<file path="config.mk">
export PLATFORM = sky130hd
export DESIGN_NAME = gg_top
export DESIGN_NICKNAME = d
export VERILOG_FILES = /design/src/rtl/gg_pkg.sv /design/src/rtl/gg_sync.sv /design/src/rtl/gg_pulse_filter.sv /design/src/rtl/gg_trip_guard.sv /design/src/rtl/gg_hs_lock.sv /design/src/rtl/gg_top.sv
export SDC_FILE = /design/constraint.sdc
export NUM_CORES = 1
export LEC_CHECK = 0
export BUFFER_PORTS_ARGS = -buffer_cell sky130_fd_sc_hd__clkbuf_2
export CAP_MARGIN = 0
export CORE_ASPECT_RATIO = 1.5
export CORE_UTILIZATION = 54
export DETAILED_ROUTE_END_ITERATION = 7
export HOLD_SLACK_MARGIN = 0.12
export PLACE_DENSITY = 0.8
export REMOVE_ABC_BUFFERS = 1
export SLEW_MARGIN = 20
export SYNTH_ARGS = -nofsm -noshare
export SYNTH_HDL_FRONTEND = slang
export SYNTH_SLANG_ARGS = --single-unit
</file>
<file path="constraint.sdc">
create_clock -name clk -period 2.4 [get_ports clk]
set_clock_uncertainty 0.15 [all_clocks]
set_input_delay 0.24 -clock clk [delete_from_list [all_inputs] [get_ports clk]]
set_output_delay 0.24 -clock clk [all_outputs]
set_load 0.02 [all_outputs]
</file>
<file path="src/rtl/gg_pkg.sv">
package gg_pkg;
    localparam int NPH         = 3;
    localparam int SYNC_STAGES = 2;

    typedef struct packed {
        logic hi;
        logic lo;
    } leg_t;

    typedef struct packed {
        logic           en;
        logic           vdd_uv;
        logic           trip;
        logic [NPH-1:0] hs_uv;
        logic [NPH-1:0] cmd_hi;
        logic [NPH-1:0] cmd_lo;
    } raw_in_t;

    function automatic int cnt_w(input int n);
        return (n < 2) ? 1 : $clog2(n + 1);
    endfunction

    function automatic leg_t leg_drive(input logic run, input logic hi,
                                       input logic lo, input logic hs_block);
        leg_t r;
        r.hi = run & hi & ~lo & ~hs_block;
        r.lo = run & lo & ~hi;
        return r;
    endfunction
endpackage

</file>
<file path="src/rtl/gg_sync.sv">
module gg_sync #(
    parameter int W      = 1,
    parameter int STAGES = 2
) (
    input  logic         clk,
    input  logic         rst,
    input  logic [W-1:0] d,
    output logic [W-1:0] q
);
    logic [W-1:0] chain [STAGES];

    always_ff @(posedge clk) begin
        if (rst) begin
            for (int i = 0; i < STAGES; i++) chain[i] <= '0;
        end else begin
            chain[0] <= d;
            for (int i = 1; i < STAGES; i++) chain[i] <= chain[i-1];
        end
    end

    assign q = chain[STAGES-1];
endmodule

</file>
<file path="src/rtl/gg_pulse_filter.sv">
module gg_pulse_filter #(
    parameter int W     = 1,
    parameter int MINPW = 1
) (
    input  logic         clk,
    input  logic         rst,
    input  logic [W-1:0] d,
    output logic [W-1:0] q
);
    localparam int            CW   = gg_pkg::cnt_w(MINPW);
    localparam logic [CW-1:0] LAST = CW'(MINPW - 1);

    for (genvar c = 0; c < W; c++) begin : g_ch
        logic [CW-1:0] run;
        logic          lvl;

        always_ff @(posedge clk) begin
            if (rst) begin
                run <= '0;
                lvl <= 1'b0;
            end else if (d[c] == lvl) begin
                run <= '0;
            end else if (run >= LAST) begin
                lvl <= d[c];
                run <= '0;
            end else begin
                run <= run + 1'b1;
            end
        end

        assign q[c] = lvl;
    end
endmodule

</file>
<file path="src/rtl/gg_trip_guard.sv">
module gg_trip_guard #(
    parameter int BLANK = 18,
    parameter int HOLD  = 100000
) (
    input  logic clk,
    input  logic rst,
    input  logic trip_s,
    output logic trip_fault
);
    localparam int            BW      = gg_pkg::cnt_w(BLANK);
    localparam int            HW      = gg_pkg::cnt_w(HOLD);
    localparam logic [BW-1:0] B_LAST  = BW'(BLANK - 1);
    localparam logic [HW-1:0] H_LOAD  = HW'(HOLD);
    localparam logic [HW-1:0] H_ONE   = HW'(1);

    logic [BW-1:0] blank_run;
    logic [HW-1:0] hold_left;
    logic          fault_r;

    always_ff @(posedge clk) begin
        if (rst) begin
            blank_run <= '0;
            hold_left <= H_LOAD;
            fault_r   <= 1'b0;
        end else if (!fault_r) begin
            hold_left <= H_LOAD;
            if (!trip_s) begin
                blank_run <= '0;
            end else if (blank_run >= B_LAST) begin
                fault_r   <= 1'b1;
                blank_run <= '0;
            end else begin
                blank_run <= blank_run + 1'b1;
            end
        end else begin
            blank_run <= '0;
            if (trip_s) begin
                hold_left <= H_LOAD;
            end else if (hold_left <= H_ONE) begin
                fault_r <= 1'b0;
            end else begin
                hold_left <= hold_left - 1'b1;
            end
        end
    end

    assign trip_fault = fault_r;
endmodule

</file>
<file path="src/rtl/gg_hs_lock.sv">
module gg_hs_lock #(
    parameter int N = 3
) (
    input  logic         clk,
    input  logic         rst,
    input  logic [N-1:0] hs_uv,
    input  logic [N-1:0] cmd_hi,
    output logic [N-1:0] block
);
    logic [N-1:0] lock_r;

    always_ff @(posedge clk) begin
        if (rst) lock_r <= '0;
        else     lock_r <= hs_uv | (lock_r & cmd_hi);
    end

    assign block = hs_uv | lock_r;
endmodule

</file>
<file path="src/rtl/gg_top.sv">
module gg_top
    import gg_pkg::*;
#(
    parameter int BLANK_CYC = 18,
    parameter int HOLD_CYC  = 100000,
    parameter int MINPW_CYC = 50
) (
    input  logic           clk,
    input  logic           rst,
    input  logic           en_in,
    input  logic           trip_in,
    input  logic           vdd_uv_in,
    input  logic [NPH-1:0] hs_uv_in,
    input  logic [NPH-1:0] pwm_hi_in,
    input  logic [NPH-1:0] pwm_lo_in,
    output logic [NPH-1:0] gate_hi,
    output logic [NPH-1:0] gate_lo,
    output logic           fault_n
);
    localparam int RAW_W = $bits(raw_in_t);

    raw_in_t          raw_a, raw_s;
    logic             en_s, vdd_uv_s, trip_s;
    logic [NPH-1:0]   hs_uv_s;
    logic [2*NPH-1:0] cmd_f;
    logic [NPH-1:0]   cmd_hi_f, cmd_lo_f, hs_block;
    logic             trip_fault, run;
    logic             fault_n_r;

    always_comb begin
        raw_a.en     = en_in;
        raw_a.vdd_uv = vdd_uv_in;
        raw_a.trip   = trip_in;
        raw_a.hs_uv  = hs_uv_in;
        raw_a.cmd_hi = pwm_hi_in;
        raw_a.cmd_lo = pwm_lo_in;
    end

    gg_sync #(.W(RAW_W), .STAGES(SYNC_STAGES)) u_sync (
        .clk(clk), .rst(rst), .d(raw_a), .q(raw_s)
    );

    assign en_s     = raw_s.en;
    assign vdd_uv_s = raw_s.vdd_uv;
    assign trip_s   = raw_s.trip;
    assign hs_uv_s  = raw_s.hs_uv;

    gg_pulse_filter #(.W(2*NPH), .MINPW(MINPW_CYC)) u_filt (
        .clk(clk), .rst(rst), .d({raw_s.cmd_hi, raw_s.cmd_lo}), .q(cmd_f)
    );

    assign cmd_hi_f = cmd_f[2*NPH-1:NPH];
    assign cmd_lo_f = cmd_f[NPH-1:0];

    gg_trip_guard #(.BLANK(BLANK_CYC), .HOLD(HOLD_CYC)) u_trip (
        .clk(clk), .rst(rst), .trip_s(trip_s), .trip_fault(trip_fault)
    );

    gg_hs_lock #(.N(NPH)) u_hs (
        .clk(clk), .rst(rst), .hs_uv(hs_uv_s), .cmd_hi(cmd_hi_f), .block(hs_block)
    );

    assign run = en_s & ~vdd_uv_s & ~trip_fault;

    for (genvar p = 0; p < NPH; p++) begin : g_leg
        leg_t nxt;
        logic hi_r, lo_r;

        assign nxt = leg_drive(run, cmd_hi_f[p], cmd_lo_f[p], hs_block[p]);

        always_ff @(posedge clk) begin
            if (rst) begin
                hi_r <= 1'b0;
                lo_r <= 1'b0;
            end else begin
                hi_r <= nxt.hi;
                lo_r <= nxt.lo;
            end
        end

        assign gate_hi[p] = hi_r;
        assign gate_lo[p] = lo_r;
    end

    always_ff @(posedge clk) begin
        if (rst) fault_n_r <= 1'b0;
        else     fault_n_r <= run;
    end

    assign fault_n = fault_n_r;
endmodule

</file>
==> summary.md <==
| Metric | Value |
|---|---|
| FF-to-FF setup slack | `0.12 ns` |
| CTS tree | `yes` |
| Initial antenna violation count | `0` |
| Status | `completed` |
| Static Leak | `1.73 nW` |
| Crit-path max FO | `7` |
| H-tree levels | `3` |
| Setup crit start kind | `flop` |
| Syn avg cell area | `9.41 um^2` |
| Drt first pass iters | `4` |
| Final setup violation count | `0` |
| GPL Wtd Cong | `0.894` |
| Post-Syn Area | `0.00413 mm^2` |
| EDFF count, synth | `0` |
| Global-route wire length before repair | `12600 um` |
| Avg WL per Cell | `12.9 um` |
| Die ar. | `0.00801 mm^2` |
| CTS Root Cell | `clkbuf_8` |
| Combinational share of power | `2.8%` |
| Asr flop ratio synth | `0%` |
| Setup TNS | `0 ns` |
| Vias after detailed routing | `3068` |
| Fin crit share | `94.8%` |
| Crit path required time | `2.50 ns` |
| Total power | `0.00294 W` |
| Cts bufs inserted | `9` |
| Hold path cells | `1` |
| Ant diodes | `0` |
| Yosys cell types | `46` |
| Core ar. | `0.00732 mm^2` |
| Longest Clk Path Bufs | `2` |
| Fmax | `440 MHz` |
| DRC viols | `0` |
| Max-Cap Viols | `0` |
| Cell depth of the worst flop-to-flop path | `6` |
| Final HPWL DP | `5270 um` |
| Worst R2R End | `u_trip.hold_left[1]$_SDFFE_PP0N_` |
| Layout cells sized above 1 | `13.2%` |
| Largest net degree at the start of global routing | `37` |
| Hold WC Path Type | `flop to flop` |
| Post-synthesis cell count | `439` |
| Post-route ant nets | `0` |
| Initial core utilization | `56.4%` |
| Nets | `508` |
| Worst path slowest cell | `or4_4` |
| Worst setup EP type | `flop` |
| Endpoint, Worst Hold | `g_leg[1].hi_r$_SDFF_PP0_` |
| Later-pin clock latency in the skew report | `0.37 ns` |
| Worst Hold Launch | `u_hs.lock_r[1]$_SDFF_PP0_` |
| Post-Route WL | `7420 um` |
| RSZ-0062 raised after global routing | `false` |
| Yosys warns | `0` |
| Slew headroom | `62.6%` |
| CP peak stage delay | `0.50 ns` |
| Drt via density | `5.32` |
| RR Startpoint | `u_trip.hold_left[1]$_SDFFE_PP0N_` |
| Cell row count | `38` |
| WP data arrival | `2.38 ns` |
| Number of top-level pins | `21` |
| Die Height | `109 um` |
| WS Path Type | `flop to flop` |
| Initial DRC count | `130` |
| Total grt overflow | `0` |
| Num Clock Sinks | `99` |
| Maximum VDD drop | `0.000670 V` |
| Share of the yosys chip area belonging to registers | `48.0%` |
| Multi-input combinational cell area | `0.00191 mm^2` |
| Post-synth top flop | `dfxtp_1` |
| Die Width | `73.4 um` |
| Sw Share | `21.5%` |
| Clock share of power | `40.1%` |
| Clk slew on worst S/H paths | `0.09 ns` |
| FILL cells | `635` |
| Critical Path, Cell by Cell | `inv_1 -> ha_1 -> or4b_1 -> or4_4 -> a21oi_4 -> mux2_4` |
| Psw | `0.000632 W` |
| Post-CTS Setup Inserts | `0` |
| Register bit total from synthesis | `99` |
| Gr usage total | `20.4%` |
| Seq pwr share | `57.1%` |
| Slew Viols, Final | `0` |
| Vias in the first global route | `3094` |
| Register area | `0.00198 mm^2` |
| Post-layout min period | `2.28 ns` |
| IO buf count | `20` |
| Layout area overhead | `12.9%` |
| Power per cell area | `631 mW/mm^2` |
| Final hold vios | `0` |
| Internal power | `0.00231 W` |
| Least-Margin Pin Slew | `0.557 ns` |
## critical path, delay by kind of cell, from the launching register on
family	cells	cell delay (ns)
AND/OR/NAND/NOR	2	0.96
flip-flops	1	0.34
multiplexers	1	0.30
AO/OA/AOI/OAI	1	0.17
adder cells (fa/ha/maj)	1	0.15
buffers and inverters	1	0.10
## how the worst max path moves through the flow
stage	start	endpoint	slack [ns]	depth (start not counted)
floorplan	u_trip.hold_left[0]$_SDFFE_PP0N_	u_trip.hold_left[10]$_SDFFE_PP1N_	0.11	6
global placement	u_trip.hold_left[0]$_SDFFE_PP0N_	u_trip.hold_left[8]$_SDFFE_PP0N_	0.10	6
detailed placement	u_trip.hold_left[0]$_SDFFE_PP0N_	u_trip.hold_left[8]$_SDFFE_PP0N_	0.04	6
CTS	u_trip.hold_left[1]$_SDFFE_PP0N_	u_trip.hold_left[8]$_SDFFE_PP0N_	0.02	6
global route	u_trip.hold_left[0]$_SDFFE_PP0N_	u_trip.hold_left[0]$_SDFFE_PP0N_	0.02	6
finish	u_trip.hold_left[1]$_SDFFE_PP0N_	u_trip.hold_left[1]$_SDFFE_PP0N_	0.12	6
## synthesized netlist by cell type, drive strengths merged, types with 3 or more instances
master / instances / area share (%)
buf: 10 / 2.2
nor3: 7 / 0.85
a31oi: 7 / 1.1
and3: 4 / 0.61
nor2: 61 / 5.5
o21ai: 9 / 1.1
nand2b: 3 / 0.45
or4: 8 / 1.8
or2: 5 / 0.76
inv: 27 / 2.5
nand2: 22 / 2.0
clkbuf: 12 / 1.1
nor3b: 4 / 0.73
a21oi: 11 / 1.6
dfxtp: 99 / 48
nand3: 15 / 1.8
nor4: 11 / 1.7
mux2i: 5 / 1.2
or3: 11 / 1.8
xnor2: 17 / 3.6
o211ai: 3 / 0.55
o41ai: 4 / 0.85
ha: 22 / 6.7
xor2: 10 / 2.1
nor2b: 24 / 3.6
nor4b: 6 / 1.3
o31ai: 3 / 0.55
## cell type report
cell class              instances  share of cell area (%)
flip-flops and latches         99                    42.5
multi-input cells             291                    41.0
repair buffers                 44                    6.77
well taps                     100                    2.68
clock buffers                   9                    2.66
inverters                      27                    2.17
clock inverters                 7                    2.15
## power groups by stage
stage	Sequential, W	Clock (W)	Combinational (W)
2_1_floorplan	0.00171	0	0.0000355
3_3_place_gp	0.00171	0	0.0000632
3_5_place_dp	0.00172	0	0.0000663
4_1_cts	0.00168	0.00120	0.0000845
5_1_grt	0.00168	0.00127	0.0000938
6_report	0.00168	0.00118	0.0000831
## what timing repair did
action | 4_1_cts | 5_1_grt
endpoints found under the hold margin | 15 | 0
hold buffers | 14 | 0
resized for setup | 0 | 3
setup endpoints to repair | 0 | 3
## cell usage in the layout (no fill, tap or decap), types with 11 or more instances in the layout
cell type      instances
dlygate4sd3_1         14
inv_1                 27
ha_1                  22
nor2_1                61
nand2_1               22
dfxtp_1               99
xnor2_1               17
nor2b_1               24
nand3_1               15
clkbuf_2              20
nor4_1                11
## registers in the layout, summed over array words and instances, names as in the netlist
name,count
u_trip.blank_run,5
fault_n,1
u_sync.chain,24
u_filt.g_ch.run,36
g_leg.lo_r,3
g_leg.hi_r,3
u_trip.hold_left,17
u_hs.lock_r,3
u_filt.g_ch.lvl,6
u_trip.trip_fault,1
## metal layers
metal,vias to the layer above,track usage (%),wire [um]
met4,0,9.48,172
met5,-,0,0
met3,20,5.36,211
met1,1447,20.3,3010
li1,1550,-,-
met2,51,38.4,4030
## kinds of logic after synthesis
group / after synthesis / synth area share [%]
and+or+nand+nor: 192 / 25.0
buffers and inverters: 49 / 5.73
AOI/OAI and AO/OA: 44 / 7.33
xor gates and xnor gates: 27 / 5.73
DFF: 99 / 48.0
muxes: 6 / 1.58
adders and majority gates: 22 / 6.67
## metrics by stage
step / setup slack, ns / cell area, um^2 / util [%] / hold slack [ns] / std cells
CTS: 0.0181 / 4660 / 63.6 / 0.275 / 577
global placement: 0.102 / 4290 / 58.6 / 0.254 / 547
floorplan: 0.110 / 3990 / - / 0.159 / 417
detailed placement: 0.0378 / 4290 / 58.6 / 0.262 / 547
finish: 0.125 / 4660 / 63.7 / 0.273 / 577
global route: 0.0186 / 4660 / 63.7 / 0.292 / 577
Note: power is estimated with default switching activity, not from simulation.
